$ cat src/rtl/ecc_rpt_pkg.sv
package ecc_rpt_pkg;

  // Field layout of the report word; a downstream reader decodes these positions.
  localparam int RPT_W      = 32;
  localparam int CNT_W      = 6;
  localparam int P0_CNT_LSB = 0;
  localparam int P0_OK_BIT  = 7;
  localparam int PN_CNT_LSB = 8;
  localparam int PN_OK_BIT  = 15;
  localparam logic [CNT_W-1:0] CNT_MAX = '1;

  typedef struct packed {
    logic [CNT_W-1:0] p0_cnt;
    logic             p0_ok;
    logic [CNT_W-1:0] pn_max;
    logic             pn_ok;
  } acc_t;

  function automatic acc_t acc_init();
    acc_t a;
    a.p0_cnt = '0;
    a.p0_ok  = 1'b1;
    a.pn_max = '0;
    a.pn_ok  = 1'b1;
    return a;
  endfunction

  function automatic logic [RPT_W-1:0] pack_report(acc_t a);
    logic [RPT_W-1:0] w;
    w = '0;
    w[P0_CNT_LSB +: CNT_W] = a.p0_cnt;
    w[P0_OK_BIT]           = a.p0_ok;
    w[PN_CNT_LSB +: CNT_W] = a.pn_max;
    w[PN_OK_BIT]           = a.pn_ok;
    return w;
  endfunction

endpackage

$ cat src/rtl/ecc_rpt_sat.sv
module ecc_rpt_sat #(
  parameter int IN_W  = 8,
  parameter int OUT_W = 6
) (
  input  logic [IN_W-1:0]  cnt_i,
  output logic [OUT_W-1:0] cnt_o
);

  generate
    if (IN_W > OUT_W) begin : g_clip
      logic over;
      assign over  = |cnt_i[IN_W-1:OUT_W];
      assign cnt_o = over ? {OUT_W{1'b1}} : cnt_i[OUT_W-1:0];
    end else begin : g_pass
      assign cnt_o = OUT_W'(cnt_i);
    end
  endgenerate

endmodule

$ cat src/rtl/ecc_rpt_fold.sv
module ecc_rpt_fold
  import ecc_rpt_pkg::*;
#(
  parameter int IDX_W = 4
) (
  input  acc_t             acc_i,
  input  logic             sop_i,
  input  logic             vld_i,
  input  logic [IDX_W-1:0] idx_i,
  input  logic [CNT_W-1:0] cnt_i,
  input  logic             ok_i,
  output acc_t             acc_o
);

  acc_t base;

  always_comb begin
    base  = sop_i ? acc_init() : acc_i;
    acc_o = base;
    if (vld_i) begin
      if (idx_i == '0) begin
        acc_o.p0_cnt = cnt_i;
        acc_o.p0_ok  = ok_i;
      end else begin
        if (cnt_i > base.pn_max) acc_o.pn_max = cnt_i;
        acc_o.pn_ok = base.pn_ok & ok_i;
      end
    end
  end

endmodule

$ cat src/rtl/ecc_rpt_out.sv
module ecc_rpt_out
  import ecc_rpt_pkg::*;
(
  input  logic             clk,
  input  logic             rst,
  input  logic             eop_i,
  input  logic             empty_i,
  input  acc_t             acc_i,
  output logic [RPT_W-1:0] report_o,
  output logic             empty_o,
  output logic             done_o
);

  always_ff @(posedge clk) begin
    if (rst) begin
      report_o <= '0;
      empty_o  <= 1'b0;
      done_o   <= 1'b0;
    end else begin
      done_o <= eop_i;
      if (eop_i) begin
        empty_o  <= empty_i;
        report_o <= empty_i ? pack_report(acc_init()) : pack_report(acc_i);
      end
    end
  end

  AST_DONE_AFTER_EOP: assert property (@(posedge clk) disable iff (rst)
    done_o |-> $past(eop_i));

  AST_REPORT_HOLD: assert property (@(posedge clk) disable iff (rst)
    !eop_i |=> ($stable(report_o) && $stable(empty_o)));

  AST_EMPTY_CLEAN: assert property (@(posedge clk) disable iff (rst)
    empty_o |-> (report_o[PN_CNT_LSB +: CNT_W] == '0 && report_o[P0_CNT_LSB +: CNT_W] == '0
                 && report_o[P0_OK_BIT] && report_o[PN_OK_BIT]));

  AST_RSVD_ZERO: assert property (@(posedge clk) disable iff (rst)
    (report_o[RPT_W-1:16] == '0 && !report_o[6] && !report_o[14]));

endmodule

$ cat src/rtl/ecc_page_report.sv
module ecc_page_report
  import ecc_rpt_pkg::*;
#(
  parameter int CNT_IN_W = 8,
  parameter int IDX_W    = 4
) (
  input  logic                clk,
  input  logic                rst,
  input  logic                sop_i,
  input  logic                eop_i,
  input  logic                page_empty_i,
  input  logic                pkt_vld_i,
  input  logic [IDX_W-1:0]    pkt_idx_i,
  input  logic [CNT_IN_W-1:0] pkt_cnt_i,
  input  logic                pkt_ok_i,
  output logic [31:0]         report_o,
  output logic                empty_o,
  output logic                done_o
);

  logic [CNT_W-1:0] cnt_sat;
  acc_t             acc_q;
  acc_t             acc_d;

  ecc_rpt_sat #(.IN_W(CNT_IN_W), .OUT_W(CNT_W)) i_sat (
    .cnt_i (pkt_cnt_i),
    .cnt_o (cnt_sat)
  );

  ecc_rpt_fold #(.IDX_W(IDX_W)) i_fold (
    .acc_i (acc_q),
    .sop_i (sop_i),
    .vld_i (pkt_vld_i),
    .idx_i (pkt_idx_i),
    .cnt_i (cnt_sat),
    .ok_i  (pkt_ok_i),
    .acc_o (acc_d)
  );

  always_ff @(posedge clk) begin
    if (rst) acc_q <= acc_init();
    else     acc_q <= acc_d;
  end

  ecc_rpt_out i_out (
    .clk      (clk),
    .rst      (rst),
    .eop_i    (eop_i),
    .empty_i  (page_empty_i),
    .acc_i    (acc_d),
    .report_o (report_o),
    .empty_o  (empty_o),
    .done_o   (done_o)
  );

  AST_MAX_NO_DECREASE: assert property (@(posedge clk) disable iff (rst)
    !sop_i |=> (acc_q.pn_max >= $past(acc_q.pn_max)));

  AST_OK_STICKY: assert property (@(posedge clk) disable iff (rst)
    (!sop_i && !acc_q.pn_ok) |=> !acc_q.pn_ok);

  AST_INVALID_IGNORED: assert property (@(posedge clk) disable iff (rst)
    (!sop_i && !pkt_vld_i) |=> $stable(acc_q));

  AST_SOP_FRESH: assert property (@(posedge clk) disable iff (rst)
    (sop_i && !pkt_vld_i) |=> (acc_q == acc_init()));

endmodule

$ cat config.mk
export PLATFORM = sky130hd
export DESIGN_NAME = ecc_page_report
export DESIGN_NICKNAME = d
export VERILOG_FILES = /design/src/rtl/ecc_rpt_pkg.sv /design/src/rtl/ecc_rpt_sat.sv /design/src/rtl/ecc_rpt_fold.sv /design/src/rtl/ecc_rpt_out.sv /design/src/rtl/ecc_page_report.sv
export SDC_FILE = /design/constraint.sdc
export NUM_CORES = 1
export LEC_CHECK = 0
export ABC_AREA = 1
export CORE_MARGIN = 3
export CORE_UTILIZATION = 48
export CTS_BUF_LIST = sky130_fd_sc_hd__clkbuf_4 sky130_fd_sc_hd__clkbuf_8 sky130_fd_sc_hd__clkbuf_16
export DETAILED_ROUTE_END_ITERATION = 12
export PLACE_DENSITY = 0.92
export SETUP_SLACK_MARGIN = 0.05
export SLEW_MARGIN = 0
export SYNTH_ARGS = -nofsm -noshare
export SYNTH_HDL_FRONTEND = slang
export SYNTH_SLANG_ARGS = --single-unit
$ cat constraint.sdc
create_clock -name clk -period 3.3 [get_ports clk]
set_clock_uncertainty 0.05 [all_clocks]
set_input_delay 0.66 -clock clk [delete_from_list [all_inputs] [get_ports clk]]
set_output_delay 0.66 -clock clk [all_outputs]
set_load 0.005 [all_outputs]
==> results_dict.tcl <==
set metrics [dict create \
    fmax_mhz 397 \
    initial_core_util 0.524 \
    finalMaxSlewViolations 0 \
    synth_seq_cells 30 \
    synth_area_leaders "dfxtp_1 (40%), nand2_1 (9.3%), buf_4 (9.0%)" \
    finalWirelength_mm 3.11 \
    cp_max_fo 7 \
    yosysTopAreaCell "dfxtp_1" \
    crit_arrival_ns 2.69 \
    die_h_um 61.8 \
    syn_to_final_growth_pct 22.6 \
    critical_path_class "input pin to flop" \
    worst_skew_pair.late_latency_ns 0.33 \
    hold_violations 0 \
    grt.total_usage 0.181 \
    syn_inst 192 \
    synth-seq-area-share 0.402 \
    grt_pass1_vias 1184 \
    drive_gt1_frac 0.105 \
    cts_made_buffers 5 \
    root_buffer "clkbuf_4" \
    timing.final.crit_share 0.764 \
    finalCriticalPeriod_ns 2.52 \
    synthDistinctLibCells 26 \
    grt_first_pass_wirelength_mm 5.09 \
    drc 0 \
    dr_total_vias 1273 \
    cts_tree "done" \
    avgViaCountPerCell 4.92 \
    clockBufferDepth 2 \
    dieWidth_um 61.8 \
    holdBufCountCts 0 \
    fillers 266 \
    dpl_cell_area_um2 1770 \
    worst_slack_ns 0.778 \
    synthesis.area_um2 1500 \
    power_uw 735 \
    die_area_um2 3820 \
    first_pass_iters 5 \
    cts-htree-levels 2 \
    leakage_nw 0.829 \
    place_congestion 0.968 \
    dp_slack_ns 0.428 \
    min_path_type "flop to flop" \
    ys_warn_count 0 \
    rsz0062_at_grt "false" \
    setup_violations 0 \
    grt_max_degree 21 \
    crit_path_end_kind "flop" \
    wl_per_cell_um 12.0 \
    post_cts_buffers 0 \
    worstSetupStartpointType "input pin" \
    diodes 0 \
    outcome "finished, final reports clean" \
    core-area_um2 2850 \
    ctsResizeCount 0 \
    power_density_nw_per_um2 401 \
    fin_nets 250 \
    ios 53 \
    grt_antenna_before_repair 0 \
    port_buffers 34 \
    drtIter0Drc 41 \
    hpwl_mm 2.26 \
    tightest_slew_ns 0.798 \
    cts.sinks 30 \
    fin_tns_setup_ns 0 \
    num_rows 19 \
    relSlewSlack 0.466 \
    grt_overflow 0 \
    synth_top_area_share 0.402 \
    fin_area_um2 1830 \
    required_ns 3.47 \
    vdd_drop_max_v 0.000275 \
    ant_nets 0 \
    cap_violations 0 \
    path_clk_slew_ns 0.10 \
    avgSynthCellArea_um2 7.79 \
]
==> cell families (layout without fill, tap and decap cells) <==
kind of cell | Yosys count | count (layout) | share of synthesized area
and+or+nand+nor | 90 | 90 | 0.294
buffers and inverters | 41 | 60 | 0.161
DFF | 30 | 30 | 0.402
AOI/OAI and AO/OA | 26 | 26 | 0.108
adders and majority gates | 4 | 4 | 0.0335
other | 1 | 18 | 0.00251
==> cell type report <==
class                      instances  area (um2)  share of cell area
clock buffer                       6        51.3              0.0280
inverter                          17        63.8              0.0348
clock inverter                     2        12.5             0.00683
tap                               31        38.8              0.0212
timing repair buffer              35         348               0.190
sequential                        30         601               0.328
multi-input combinational        138         718               0.392
==> power by group <==
group / leakage, nW / internal, mW / switching, mW
clock network: 0.0343 / 0.102 / 0.130
registers: 0.245 / 0.377 / 0.00605
logic: 0.550 / 0.0545 / 0.0648
total: 0.829 / 0.534 / 0.201
==> per-layer routing <==
metal | vias to the layer above | share of wire | global-route usage
li1 | 660 | - | -
met1 | 563 | 0.45 | 0.231
met2 | 48 | 0.47 | 0.293
met3 | 2 | 0.077 | 0.0579
met4 | 0 | 0.0026 | 0.0545
met5 | - | 0 | 0
==> layout by cell type, fill, tap and decap left out <==
master | netlist | routed
a211oi_1 | 1 | 1
a21oi_1 | 7 | 7
a22o_1 | 6 | 6
and3_1 | 4 | 4
buf_4 | 18 | 1
clkbuf_4 | 0 | 5
clkbuf_8 | 0 | 1
clkdlybuf4s50_1 | 0 | 34
clkinv_2 | 0 | 1
clkinvlp_4 | 0 | 1
conb_1 | 1 | 18
dfxtp_1 | 30 | 30
ha_1 | 4 | 4
inv_1 | 16 | 16
inv_2 | 1 | 1
nand2_1 | 37 | 37
nand2_2 | 8 | 8
nand2_4 | 2 | 2
nand3_1 | 9 | 9
nand3_2 | 1 | 1
nand4_1 | 8 | 8
nor2_1 | 17 | 17
nor2_2 | 1 | 1
nor2_4 | 2 | 2
nor3_1 | 1 | 1
o21ai_0 | 9 | 9
o21bai_1 | 2 | 2
o22ai_1 | 1 | 1
==> per-stage QoR <==
step	util	hold slack, ns	instances
floorplan	-	0.391	209
global placement	0.620	0.387	251
detailed placement	0.620	0.390	251
CTS	0.643	0.407	259
global route	0.643	0.420	259
finish	0.643	0.402	259
==> worst max-delay path, stage by stage <==
cell	delay, ns
clkdlybuf4s50_1	0.44
nor2_4	0.18
inv_1	0.11
nor2_1	0.13
inv_1	0.08
ha_1	0.29
nand2_1	0.05
inv_1	0.04
nand4_1	0.08
nor2_1	0.18
nor2_4	0.09
nand2_4	0.12
nand2_1	0.08
nand4_1	0.07
nand2_1	0.07
==> flip-flops by register name, summed over array words and instances, names as in the netlist <==
name,count
acc_q,14
i_out.done_o,1
i_out.empty_o,1
i_out.report_o,14
==> worst paths after layout <==
kind / start / to / slack [ns] / cells after the start
worst max register to register: acc_q[1]$_SDFF_PP0_ / i_out.report_o[12]$_SDFFE_PP0P_ / 1.63 / 12
worst min register to register: i_out.report_o[13]$_SDFFE_PP0P_ / i_out.report_o[13]$_SDFFE_PP0P_ / 0.40 / 2
worst min-delay path: i_out.report_o[13]$_SDFFE_PP0P_ / i_out.report_o[13]$_SDFFE_PP0P_ / 0.40 / 2
worst max-delay path: pkt_cnt_i[7] / i_out.report_o[12]$_SDFFE_PP0P_ / 0.78 / 15
==> synth_stat cells <==
| cell type | number |
|---|---|
| a211oi_1 | 1 |
| a22o_1 | 6 |
| dfxtp_1 | 30 |
| buf_2 | 3 |
| nor2_2 | 1 |
| buf_6 | 2 |
| nand3_2 | 1 |
| nor2_1 | 17 |
| ha_1 | 4 |
| conb_1 | 1 |
| inv_2 | 1 |
| nand2_2 | 8 |
| buf_4 | 18 |
| o22ai_1 | 1 |
| nor3_1 | 1 |
| o21ai_0 | 9 |
| nand2_4 | 2 |
| nor2_4 | 2 |
| clkbuf_1 | 1 |
| o21bai_1 | 2 |
| inv_1 | 16 |
| nand3_1 | 9 |
| and3_1 | 4 |
| a21oi_1 | 7 |
| nand2_1 | 37 |
| nand4_1 | 8 |
Note: power is estimated with default switching activity, not from simulation.
